<file path="config.mk">
export PLATFORM = sky130hd
export DESIGN_NAME = rx_da_filter
export DESIGN_NICKNAME = d
export VERILOG_FILES = /design/src/rtl/rxf_pkg.sv /design/src/rtl/rxf_cfg_bank.sv /design/src/rtl/rxf_da_capture.sv /design/src/rtl/rxf_perfect_match.sv /design/src/rtl/rx_da_filter.sv
export SDC_FILE = /design/constraint.sdc
export NUM_CORES = 2
export LEC_CHECK = 0
export BUFFER_PORTS_ARGS = -buffer_cell sky130_fd_sc_hd__buf_2
export CAP_MARGIN = 40
export CORE_ASPECT_RATIO = 1.25
export CORE_UTILIZATION = 45
export DETAILED_ROUTE_END_ITERATION = 8
export PLACE_DENSITY = 0.63
export SYNTH_ARGS = -nofsm -noshare
export SYNTH_HDL_FRONTEND = slang
export SYNTH_HIERARCHICAL = 1
export SYNTH_SLANG_ARGS = --single-unit
export TNS_END_PERCENT = 100
</file>
<file path="constraint.sdc">
create_clock -name clk -period 5.8 [get_ports clk]
set_input_delay 0.58 -clock clk [delete_from_list [all_inputs] [get_ports clk]]
set_output_delay 0.58 -clock clk [all_outputs]
set_load 0.01 [all_outputs]
</file>
<file path="src/rtl/rxf_pkg.sv">
package rxf_pkg;

  typedef struct packed {
    logic rx_all;   // bit 3
    logic hash_mc;  // bit 2
    logic pass_mc;  // bit 1
    logic promisc;  // bit 0
  } filt_ctrl_t;

  localparam int unsigned REG_CTRL    = 0;
  localparam int unsigned REG_HASH_LO = 1;
  localparam int unsigned REG_HASH_HI = 2;
  localparam int unsigned REG_SLOT0   = 16;

  localparam logic [31:0] CRC_POLY_REFL = 32'hEDB8_8320;

  // one byte of reflected CRC-32, data bits fed lsb first
  function automatic logic [31:0] crc_step(input logic [31:0] cur, input logic [7:0] d);
    logic [31:0] c;
    c = cur;
    for (int i = 0; i < 8; i++) begin
      if (c[0] ^ d[i]) c = (c >> 1) ^ CRC_POLY_REFL;
      else             c = c >> 1;
    end
    return c;
  endfunction

endpackage

</file>
<file path="src/rtl/rxf_cfg_bank.sv">
module rxf_cfg_bank
  import rxf_pkg::*;
#(
  parameter int NSLOT  = 16,
  parameter int ADDR_W = 6
) (
  input  logic                    clk,
  input  logic                    rst_n,
  input  logic                    cfg_we,
  input  logic [ADDR_W-1:0]       cfg_addr,
  input  logic [31:0]             cfg_wdata,
  output filt_ctrl_t              ctrl,
  output logic [31:0]             hash_lo,
  output logic [31:0]             hash_hi,
  output logic [NSLOT-1:0][47:0]  slot_addr,
  output logic [NSLOT-1:0]        slot_en
);

  localparam logic [ADDR_W-1:0] A_CTRL = ADDR_W'(REG_CTRL);
  localparam logic [ADDR_W-1:0] A_HLO  = ADDR_W'(REG_HASH_LO);
  localparam logic [ADDR_W-1:0] A_HHI  = ADDR_W'(REG_HASH_HI);

  always_ff @(posedge clk or negedge rst_n) begin
    if (!rst_n) begin
      ctrl    <= '0;
      hash_lo <= '0;
      hash_hi <= '0;
    end else if (cfg_we) begin
      if (cfg_addr == A_CTRL) ctrl    <= filt_ctrl_t'(cfg_wdata[3:0]);
      if (cfg_addr == A_HLO)  hash_lo <= cfg_wdata;
      if (cfg_addr == A_HHI)  hash_hi <= cfg_wdata;
    end
  end

  for (genvar n = 0; n < NSLOT; n++) begin : g_slot
    localparam logic [ADDR_W-1:0] A_LO = ADDR_W'(REG_SLOT0 + 2 * n);
    localparam logic [ADDR_W-1:0] A_HI = ADDR_W'(REG_SLOT0 + 2 * n + 1);
    logic [47:0] addr_q;
    logic        en_q;
    always_ff @(posedge clk or negedge rst_n) begin
      if (!rst_n) begin
        addr_q <= '0;
        en_q   <= 1'b0;
      end else if (cfg_we) begin
        if (cfg_addr == A_LO) addr_q[31:0] <= cfg_wdata;
        if (cfg_addr == A_HI) begin
          addr_q[47:32] <= cfg_wdata[15:0];
          en_q          <= cfg_wdata[31];
        end
      end
    end
    assign slot_addr[n] = addr_q;
    assign slot_en[n]   = en_q;
  end

endmodule

</file>
<file path="src/rtl/rxf_da_capture.sv">
module rxf_da_capture
  import rxf_pkg::*;
#(
  parameter int NBYTES = 6
) (
  input  logic                  clk,
  input  logic                  rst_n,
  input  logic                  take,
  input  logic                  sof,
  input  logic [7:0]            data,
  output logic [8*NBYTES-1:0]   da,
  output logic [31:0]           crc,
  output logic                  done
);

  localparam int CW = $clog2(NBYTES + 1);
  localparam logic [CW-1:0] LAST = CW'(NBYTES - 1);
  localparam logic [CW-1:0] FULL = CW'(NBYTES);

  logic [CW-1:0] cnt;

  always_ff @(posedge clk or negedge rst_n) begin
    if (!rst_n) begin
      cnt  <= '0;
      da   <= '0;
      crc  <= '1;
      done <= 1'b0;
    end else begin
      done <= 1'b0;
      if (take && sof) begin
        cnt  <= CW'(1);
        da   <= {{(8*NBYTES-8){1'b0}}, data};
        crc  <= crc_step('1, data);
      end else if (take && cnt != '0 && cnt != FULL) begin
        da[8*cnt +: 8] <= data;
        crc  <= crc_step(crc, data);
        cnt  <= cnt + CW'(1);
        done <= (cnt == LAST);
      end
    end
  end

endmodule

</file>
<file path="src/rtl/rxf_perfect_match.sv">
module rxf_perfect_match #(
  parameter int NSLOT = 16
) (
  input  logic [47:0]             da,
  input  logic [NSLOT-1:0][47:0]  slot_addr,
  input  logic [NSLOT-1:0]        slot_en,
  output logic                    hit
);

  logic [NSLOT-1:0] eq;

  for (genvar n = 0; n < NSLOT; n++) begin : g_cmp
    assign eq[n] = slot_en[n] && (slot_addr[n] == da);
  end

  assign hit = |eq;

endmodule

</file>
<file path="src/rtl/rx_da_filter.sv">
module rx_da_filter
  import rxf_pkg::*;
#(
  parameter int NSLOT  = 16,
  parameter int ADDR_W = 6
) (
  input  logic              clk,
  input  logic              rst_n,
  input  logic              s_valid,
  output logic              s_ready,
  input  logic              s_sof,
  input  logic [7:0]        s_data,
  input  logic              cfg_we,
  input  logic [ADDR_W-1:0] cfg_addr,
  input  logic [31:0]       cfg_wdata,
  output logic              dec_valid,
  output logic              dec_accept
);

  localparam int NBYTES = 6;
  localparam int IDX_W  = 6;

  filt_ctrl_t              ctrl;
  logic [31:0]             hash_lo, hash_hi;
  logic [NSLOT-1:0][47:0]  slot_addr;
  logic [NSLOT-1:0]        slot_en;
  logic [8*NBYTES-1:0]     da;
  logic [31:0]             crc;
  logic                    done;
  logic                    hit;
  logic [IDX_W-1:0]        hidx;
  logic                    hbit, bcast, mcast, verdict;
  logic                    sof_take;

  assign s_ready  = 1'b1;
  assign sof_take = s_valid && s_sof;

  rxf_cfg_bank #(.NSLOT(NSLOT), .ADDR_W(ADDR_W)) u_cfg (
    .clk, .rst_n, .cfg_we, .cfg_addr, .cfg_wdata,
    .ctrl, .hash_lo, .hash_hi, .slot_addr, .slot_en
  );

  rxf_da_capture #(.NBYTES(NBYTES)) u_cap (
    .clk, .rst_n, .take(s_valid), .sof(s_sof), .data(s_data),
    .da, .crc, .done
  );

  rxf_perfect_match #(.NSLOT(NSLOT)) u_pm (
    .da, .slot_addr, .slot_en, .hit
  );

  // index = top bits of bitrev(~crc): index bit (IDX_W-1-k) is ~crc[k]
  always_comb begin
    for (int k = 0; k < IDX_W; k++) hidx[IDX_W-1-k] = ~crc[k];
  end

  assign hbit    = hidx[IDX_W-1] ? hash_hi[hidx[4:0]] : hash_lo[hidx[4:0]];
  assign bcast   = &da;
  assign mcast   = da[0];
  assign verdict = ctrl.rx_all | ctrl.promisc | bcast |
                   (mcast ? (ctrl.pass_mc | (ctrl.hash_mc & hbit)) : hit);

  always_ff @(posedge clk or negedge rst_n) begin
    if (!rst_n) begin
      dec_valid  <= 1'b0;
      dec_accept <= 1'b0;
    end else if (sof_take) begin
      dec_valid  <= 1'b0;
      dec_accept <= 1'b0;
    end else begin
      dec_valid <= done;
      if (done) dec_accept <= verdict;
    end
  end

endmodule

</file>
# Word-level counts from Yosys, hierarchy flattened
# Cells that the tools add are included.
[op_classes]
shifts = 2
n_mux = 55
add_sub_neg = 2
bitwise_logic = 40
n_div = 0
n_lt_le_gt_ge = 1
n_reduce_logical = 60
mul = 0
n_eq_ne = 52
[op_table]
columns = ["operator", "count"]
rows = [
  ["two-way mux 32 bit", 39],
  ["equality test 48 bit", 16],
  ["NOT 13 -> 14 bit", 15],
  ["equality test 6 x 5 -> 1 bit, second input constant", 16],
  ["equality test 6 bit, second input constant", 16],
  ["two-way mux 48 bit", 2],
  ["AND reduction 2 bit", 35],
  ["bitwise mux 48 bit", 1],
  ["AND reduction 48 bit", 1],
  ["variable shift 8 x 34 -> 48 bit, first input constant", 1],
  ["indexed part select 8 x 34 -> 48 bit", 1],
  ["negation 6 -> 34 bit", 1],
  ["logical AND 1 bit", 19],
  ["OR reduction 16 bit", 1],
  ["bitwise XOR 1 bit", 15],
  ["binary-select mux 1 bit (select 5 bit)", 2],
  ["two-way mux 1 bit", 9],
  ["equality test 6 x 1 -> 1 bit, second input constant", 1],
  ["equality test 6 x 2 -> 1 bit, second input constant", 1],
  ["logical NOT 6 bit", 1],
  ["< comparator 5 x 6 -> 1 bit, second input constant", 1],
  ["two-way mux 3 bit", 2],
  ["NOT 1 bit", 5],
  ["OR 1 bit", 4],
  ["other kinds (6)", 7],
]
[totals]
inputBits = 51
ramBits = 0
latchBits = 0
mem_count = 0
romBits = 0
ff_bits = 938

# Logic depth before layout (Yosys ltp)
[depth]
word_depth = 33
mapped_depth = 13
mapped_depth_nobuf = 11

# Modules after synthesis
# Netlist, hierarchy kept.
[modules_own_cells]
columns = ["mod", "cells_per_inst", "area_per_inst_um2", "n_inst"]
rows = [
  ["rxf_cfg_bank", 1923, 32424.8, 1],
  ["rxf_perfect_match", 1177, 9334.0, 1],
  ["rxf_da_capture", 484, 4979.8, 1],
  ["rx_da_filter", 80, 819.5, 1],
]

# Least setup slack after synthesis
# Ideal clock, no wire load.
[synth_timing]
path_type = "reg2reg"
startpoint = "reg u_cap.cnt[0]"
endpoint = "reg u_cap.da[10]"
setup_time_ns = 0.068
path_slack_ns = 3.274
t_arrival_ns = 2.457
synth_period_minus_slack_ns = 2.526
path_stages_with_launch = 9
path_cell_list = "dfrtp_1 > clkbuf_1 > inv_1 > ha_1 > ha_1 > a21oi_1 > nand3b_1 > nor3_1 > a22o_1"
[synth_between]
elab_chain_cells = 5
elab_cells_between_ends = 11
classes_between = "1 x add/sub; 1 x eq/ne; 2 x shift; 3 x mux; 4 x reduce/logical"
[synth_lines]
columns = ["item", "line_no", "text"]
rows = [
  ["start, declared", "rxf_da_capture.sv:20", "logic [CW-1:0] cnt;"],
  ["start signal, assigned", "rxf_da_capture.sv:37", "cnt <= cnt + CW'(1);"],
  ["negation 6 -> 34 bit", "rxf_da_capture.sv:35", "da[8*cnt +: 8] <= data;"],
  ["indexed part select 8 x 34 -> 48 bit or variable shift 8 x 34 -> 48 bit (tied branches)", "rxf_da_capture.sv:35", ""],
  ["bitwise mux 48 bit", "rxf_da_capture.sv:35", ""],
  ["two-way mux 48 bit", "rxf_da_capture.sv:34", "end else if (take && cnt != '0 && cnt != FULL) begin"],
  ["two-way mux 48 bit", "rxf_da_capture.sv:30", "if (take && sof) begin"],
  ["end signal, assigned", "rxf_da_capture.sv:32", "da <= {{(8*NBYTES-8){1'b0}}, data};"],
  ["end signal, assigned by index", "rxf_da_capture.sv:35", ""],
  ["end, declared", "rxf_da_capture.sv:11", "output logic [8*NBYTES-1:0] da,"],
]
# Several ways; a longest one is shown, not always the timed one. The select of a mux whose other input is x is not followed.
# A chain may end at the register's enable or synchronous reset.

# Worst setup path after layout
[layout_timing]
startpoint = "reg u_cap.da[9]"
endpoint = "reg dec_accept"
[layout_between]
elab_chain_cells = 7
elab_cells_between_ends = 39
classes_between = "16 x eq/ne; 3 x mux; 2 x bitwise; 18 x reduce/logical"
[layout_lines]
columns = ["item", "line_no", "text"]
rows = [
  ["equality test 48 bit", "rxf_perfect_match.sv:13", "assign eq[n] = slot_en[n] && (slot_addr[n] == da);"],
  ["logical AND 1 bit", "rxf_perfect_match.sv:13", ""],
  ["OR reduction 16 bit *", "rxf_perfect_match.sv:16", "assign hit = |eq;"],
  ["net hit", "rx_da_filter.sv:30", "logic hit;"],
  ["two-way mux 1 bit *", "rx_da_filter.sv:61", "(mcast ? (ctrl.pass_mc | (ctrl.hash_mc & hbit)) : hit);"],
  ["OR 1 bit *", "rx_da_filter.sv:60", "assign verdict = ctrl.rx_all | ctrl.promisc | bcast |"],
  ["two-way mux 1 bit *", "rx_da_filter.sv:72", "if (done) dec_accept <= verdict;"],
  ["two-way mux 1 bit *", "rx_da_filter.sv:67", "end else if (sof_take) begin"],
  ["end signal, assigned", "rx_da_filter.sv:72", ""],
  ["end, declared", "rx_da_filter.sv:17", "output logic dec_accept"],
]
# Mark *: on every way through the listed nets, which the timed path passes. The rest lies on a longest branch. The select of a mux whose other input is x is not followed.

==> impl_metrics.csv <==
group,metric,value,unit
outcome,status,"finished clean",
critical_path,worstRegToRegCells,12,
timing,fmaxAchievable,269.1,MHz
synthesis,syn_area,47560,µm²
worst_hold_path,hold-path-cell-count,2,
worst_hold_path,hp-class,"input pin to flop",
detailed_routing,top_layer_used,"met5",
synthesis,synth_edf_count,0,
clock_tree,clock_path_buffers,3,
synthesis,postSynthAreaPerCell,12.98,µm²
synthesis,synth_cells,3664,
power,p_leak,24.14,nW
synthesis,syn_nets,3721,
detailed_routing,vias,30960,
timing,finalSetupTns,0,ns
global_route,grt_max_degree,161,
detailed_routing,routed_wl,163.6,mm
detailed_routing,met1_length,65.76,mm
timing,tightest_slew,1.078,ns
synthesis,ys_types,82,
detailed_routing,met3_length,10.97,mm
timing,rsz0062_at_grt,"false",
critical_path,r2r-start,"u_cap/da[9]$_DFFE_PN0P_",
detailed_routing,wl_per_cell,31.98,µm
detailed_routing,drt_iter0_drc,2947,
job,drv_cap,0,
detailed_routing,ant_nets,0,
critical_path,worstReg2RegEnd,"dec_accept$_DFFE_PN0P_",
global_route,grt_antenna_before_repair,9,
power,vdd_drop_max,434.7,µV
power,p_total,22.20,mW
clock_tree,clock_latency,0.69,ns
timing,slew_violations,0,
timing,setup_violations,0,
layout,final_net_count,3695,
timing,skew,0.01674,ns
detailed_routing,dr.pass1.iters,5,
floorplanning,die_area,107000,µm²
critical_path,arrival,4.30,ns
placed_design,placed_cell_area,48910,µm²
synthesis,yosysWarnings,6,
placed_design,port_buffers,52,
clock_tree,cts_htree_levels,3,
layout,fin_cells,5117,
layout,layout-drive-gt1-share,33.11,%
critical_path,reg2reg_slack,2.08,ns
synthesis,ys.flop_type,"dfrtp_1",
global_route,track_usage,30.69,%
synthesis,synth_seq_cells,938,
layout,finalInstanceArea,52020,µm²
global_route,grt_pass1_wl,232.5,mm
detailed_routing,drt_drc_violations_left,0,
timing,period_needed,3.717,ns
global_route,gr-total-overflow,0,
detailed_routing,routed_via_density,6.051,
critical_path,crit_required,6.38,ns
timing,slew_headroom,28.11,%
synthesis,yosysSeqAreaShare,49.44,%
critical_path,crit_path_end,"dec_accept$_DFFE_PN0P_",
placed_design,placed_cells,4949,
detailed_routing,routed-wl-met2,78.32,mm
critical_path,critPathLaunch,"u_cap/da[9]$_DFFE_PN0P_",
timing,period_share,64.08,%
layout,fillerInstances,9054,
placed_design,dp_hpwl,101.5,mm
clock_tree,cts-root-buf,"clkbuf_16",
critical_path,worstPathMaxFanout,11,
power,pwr_density_cell,426.8,nW/µm²
synthesis,asyncSetResetFlopFracSynth,100.0,%
clock_tree,cts_inserted_buffers,93,
clock_tree,cts.clk_slew.worst_paths,0.06,ns
clock_tree,cts_resized,0,
floorplanning,core_region_area,104200,µm²
clock_tree,cts_tree,"done",
floorplanning,ios,54,
floorplanning,die_w,292.8,µm
clock_tree,clock_sinks,938,
timing,finalHoldViolCount,0,
timing,holdWs,0.2040,ns
floorplanning,die_y,365.5,µm
critical_path,worst_setup_path_start_kind,"flop",
placed_design,gp_congestion,0.8801,
floorplanning,start_util,45.63,%
global_route,grt_pass1_vias,31050,
critical_path,endpoint_kind,"flop",
layout,area_growth,9.377,%
floorplanning,row_count,132,
critical_path,path_class,"flop to flop",
-- kinds of logic after synthesis --
logic type | Yosys count | share of synthesized area [%]
other | 1 | 0.007885
multiplexers | 880 | 21.09
AO/OA/AOI/OAI | 185 | 2.705
buffers and inverters | 345 | 4.475
flip-flops | 938 | 49.44
XOR/XNOR | 824 | 15.98
AND/OR/NAND/NOR | 485 | 6.151
adder cells (fa/ha/maj) | 6 | 0.1578
-- worst min path at each step --
stage                                    from                        end
floorplan                               rst_n     dec_accept$_DFFE_PN0P_
global placement    u_cap/crc[13]$_DFFE_PN1P_  u_cap/crc[13]$_DFFE_PN1P_
finish                                  s_sof  u_cap/crc[11]$_DFFE_PN1P_
CTS                                     s_sof  u_cap/crc[11]$_DFFE_PN1P_
global route                            s_sof  u_cap/crc[11]$_DFFE_PN1P_
detailed placement  u_cap/crc[13]$_DFFE_PN1P_  u_cap/crc[13]$_DFFE_PN1P_
-- power by group --
group          switching [mW]  internal [mW]  leakage (nW)
combinational            3.82           3.28          10.2
sequential               1.19           7.62          12.4
clock                    2.68           3.61          1.53
-- cell usage in the layout, fill, tap and decap left out, types with 8 or more instances in the layout --
master	Yosys	final
a22o_1	25	25
xor2_1	277	277
clkbuf_8	0	20
clkbuf_16	0	93
o22ai_1	19	19
buf_2	82	52
nand4_1	148	148
a22oi_1	13	13
xnor2_1	516	516
clkinv_2	0	14
nand2_2	8	8
nand3_1	19	19
nor2_1	24	24
bufinv_16	0	9
nand2_1	108	108
nor3_1	24	24
xnor3_1	16	16
mux2_2	808	808
dfrtp_1	906	896
mux4_2	11	11
buf_12	2	19
mux2_1	44	44
inv_1	50	50
clkbuf_1	91	19
a21oi_1	22	22
o21ai_0	45	44
mux2i_1	16	16
nor4_1	92	92
dfstp_2	32	32
xnor2_2	8	8
buf_4	48	94
dfrtp_2	0	10
-- synthesized netlist by cell type, types with 32 or more instances --
master	instances	area, µm²
buf_6	67	754.5
o21ai_0	45	225.2
dfrtp_1	906	22670
dfstp_2	32	840.8
mux2_2	808	9099
inv_1	50	187.7
nand2_1	108	405.4
nor4_1	92	575.6
nand4_1	148	925.9
buf_2	82	410.4
clkbuf_1	91	341.6
buf_4	48	360.4
xnor2_1	516	4519
xor2_1	277	2426
mux2_1	44	495.5
-- layer usage --
metal / GRT usage (%) / vias up
met2: 50.46 / 1367
met4: 15.63 / 2
met3: 4.362 / 369
met1: 39.60 / 16500
li1: - / 12720
met5: 0 / -
-- worst max-delay path, cell delays in order, from the launching register on --
cell and delay, ns:
dfrtp_1 0.94, buf_4 0.42, xor2_1 0.19, nor4_1 0.07, buf_4 0.16, nand4_1 0.11, a2111oi_0 0.09, a311oi_1 0.45
nand4_1 0.34, a211oi_1 0.33, nand3_1 0.15, a311oi_2 0.26, a21oi_1 0.09
-- through the flow --
| step | utilization [%] | worst slack, ns |
|---|---|---|
| after floorplan | - | 3.274 |
| after global placement | 46.58 | 2.095 |
| after detailed placement | 46.93 | 2.142 |
| after CTS | 49.91 | 2.122 |
| after global routing | 49.91 | 2.007 |
| final | 49.91 | 2.083 |
-- registers in the layout, indices dropped and copies added, names as in the netlist, 3 cells and up --
name                 count
u_cap/cnt                3
u_cap/crc               32
u_cap/da                48
u_cfg/ctrl               4
u_cfg/g_slot.addr_q    768
u_cfg/g_slot.en_q       16
u_cfg/hash_hi           32
u_cfg/hash_lo           32
-- area by class of cell --
class                      count  area, µm²  area share (%)
clock inverter                34      424.2          0.8154
inverter                      50      187.7          0.3608
multi-input combinational   2381      21920           42.13
timing repair buffer         174       1526           2.935
sequential                   938      23530           45.23
tap                         1407       1760           3.384
clock buffer                 132       2674           5.140
antenna                        1      2.502        0.004811
-- repair_timing --
action | in CTS | in global routing
endpoints found under the hold margin | 75 | 0
setup buffers | 0 | 0
hold buffers | 1 | 0
Note: power is estimated with default switching activity, not from simulation.
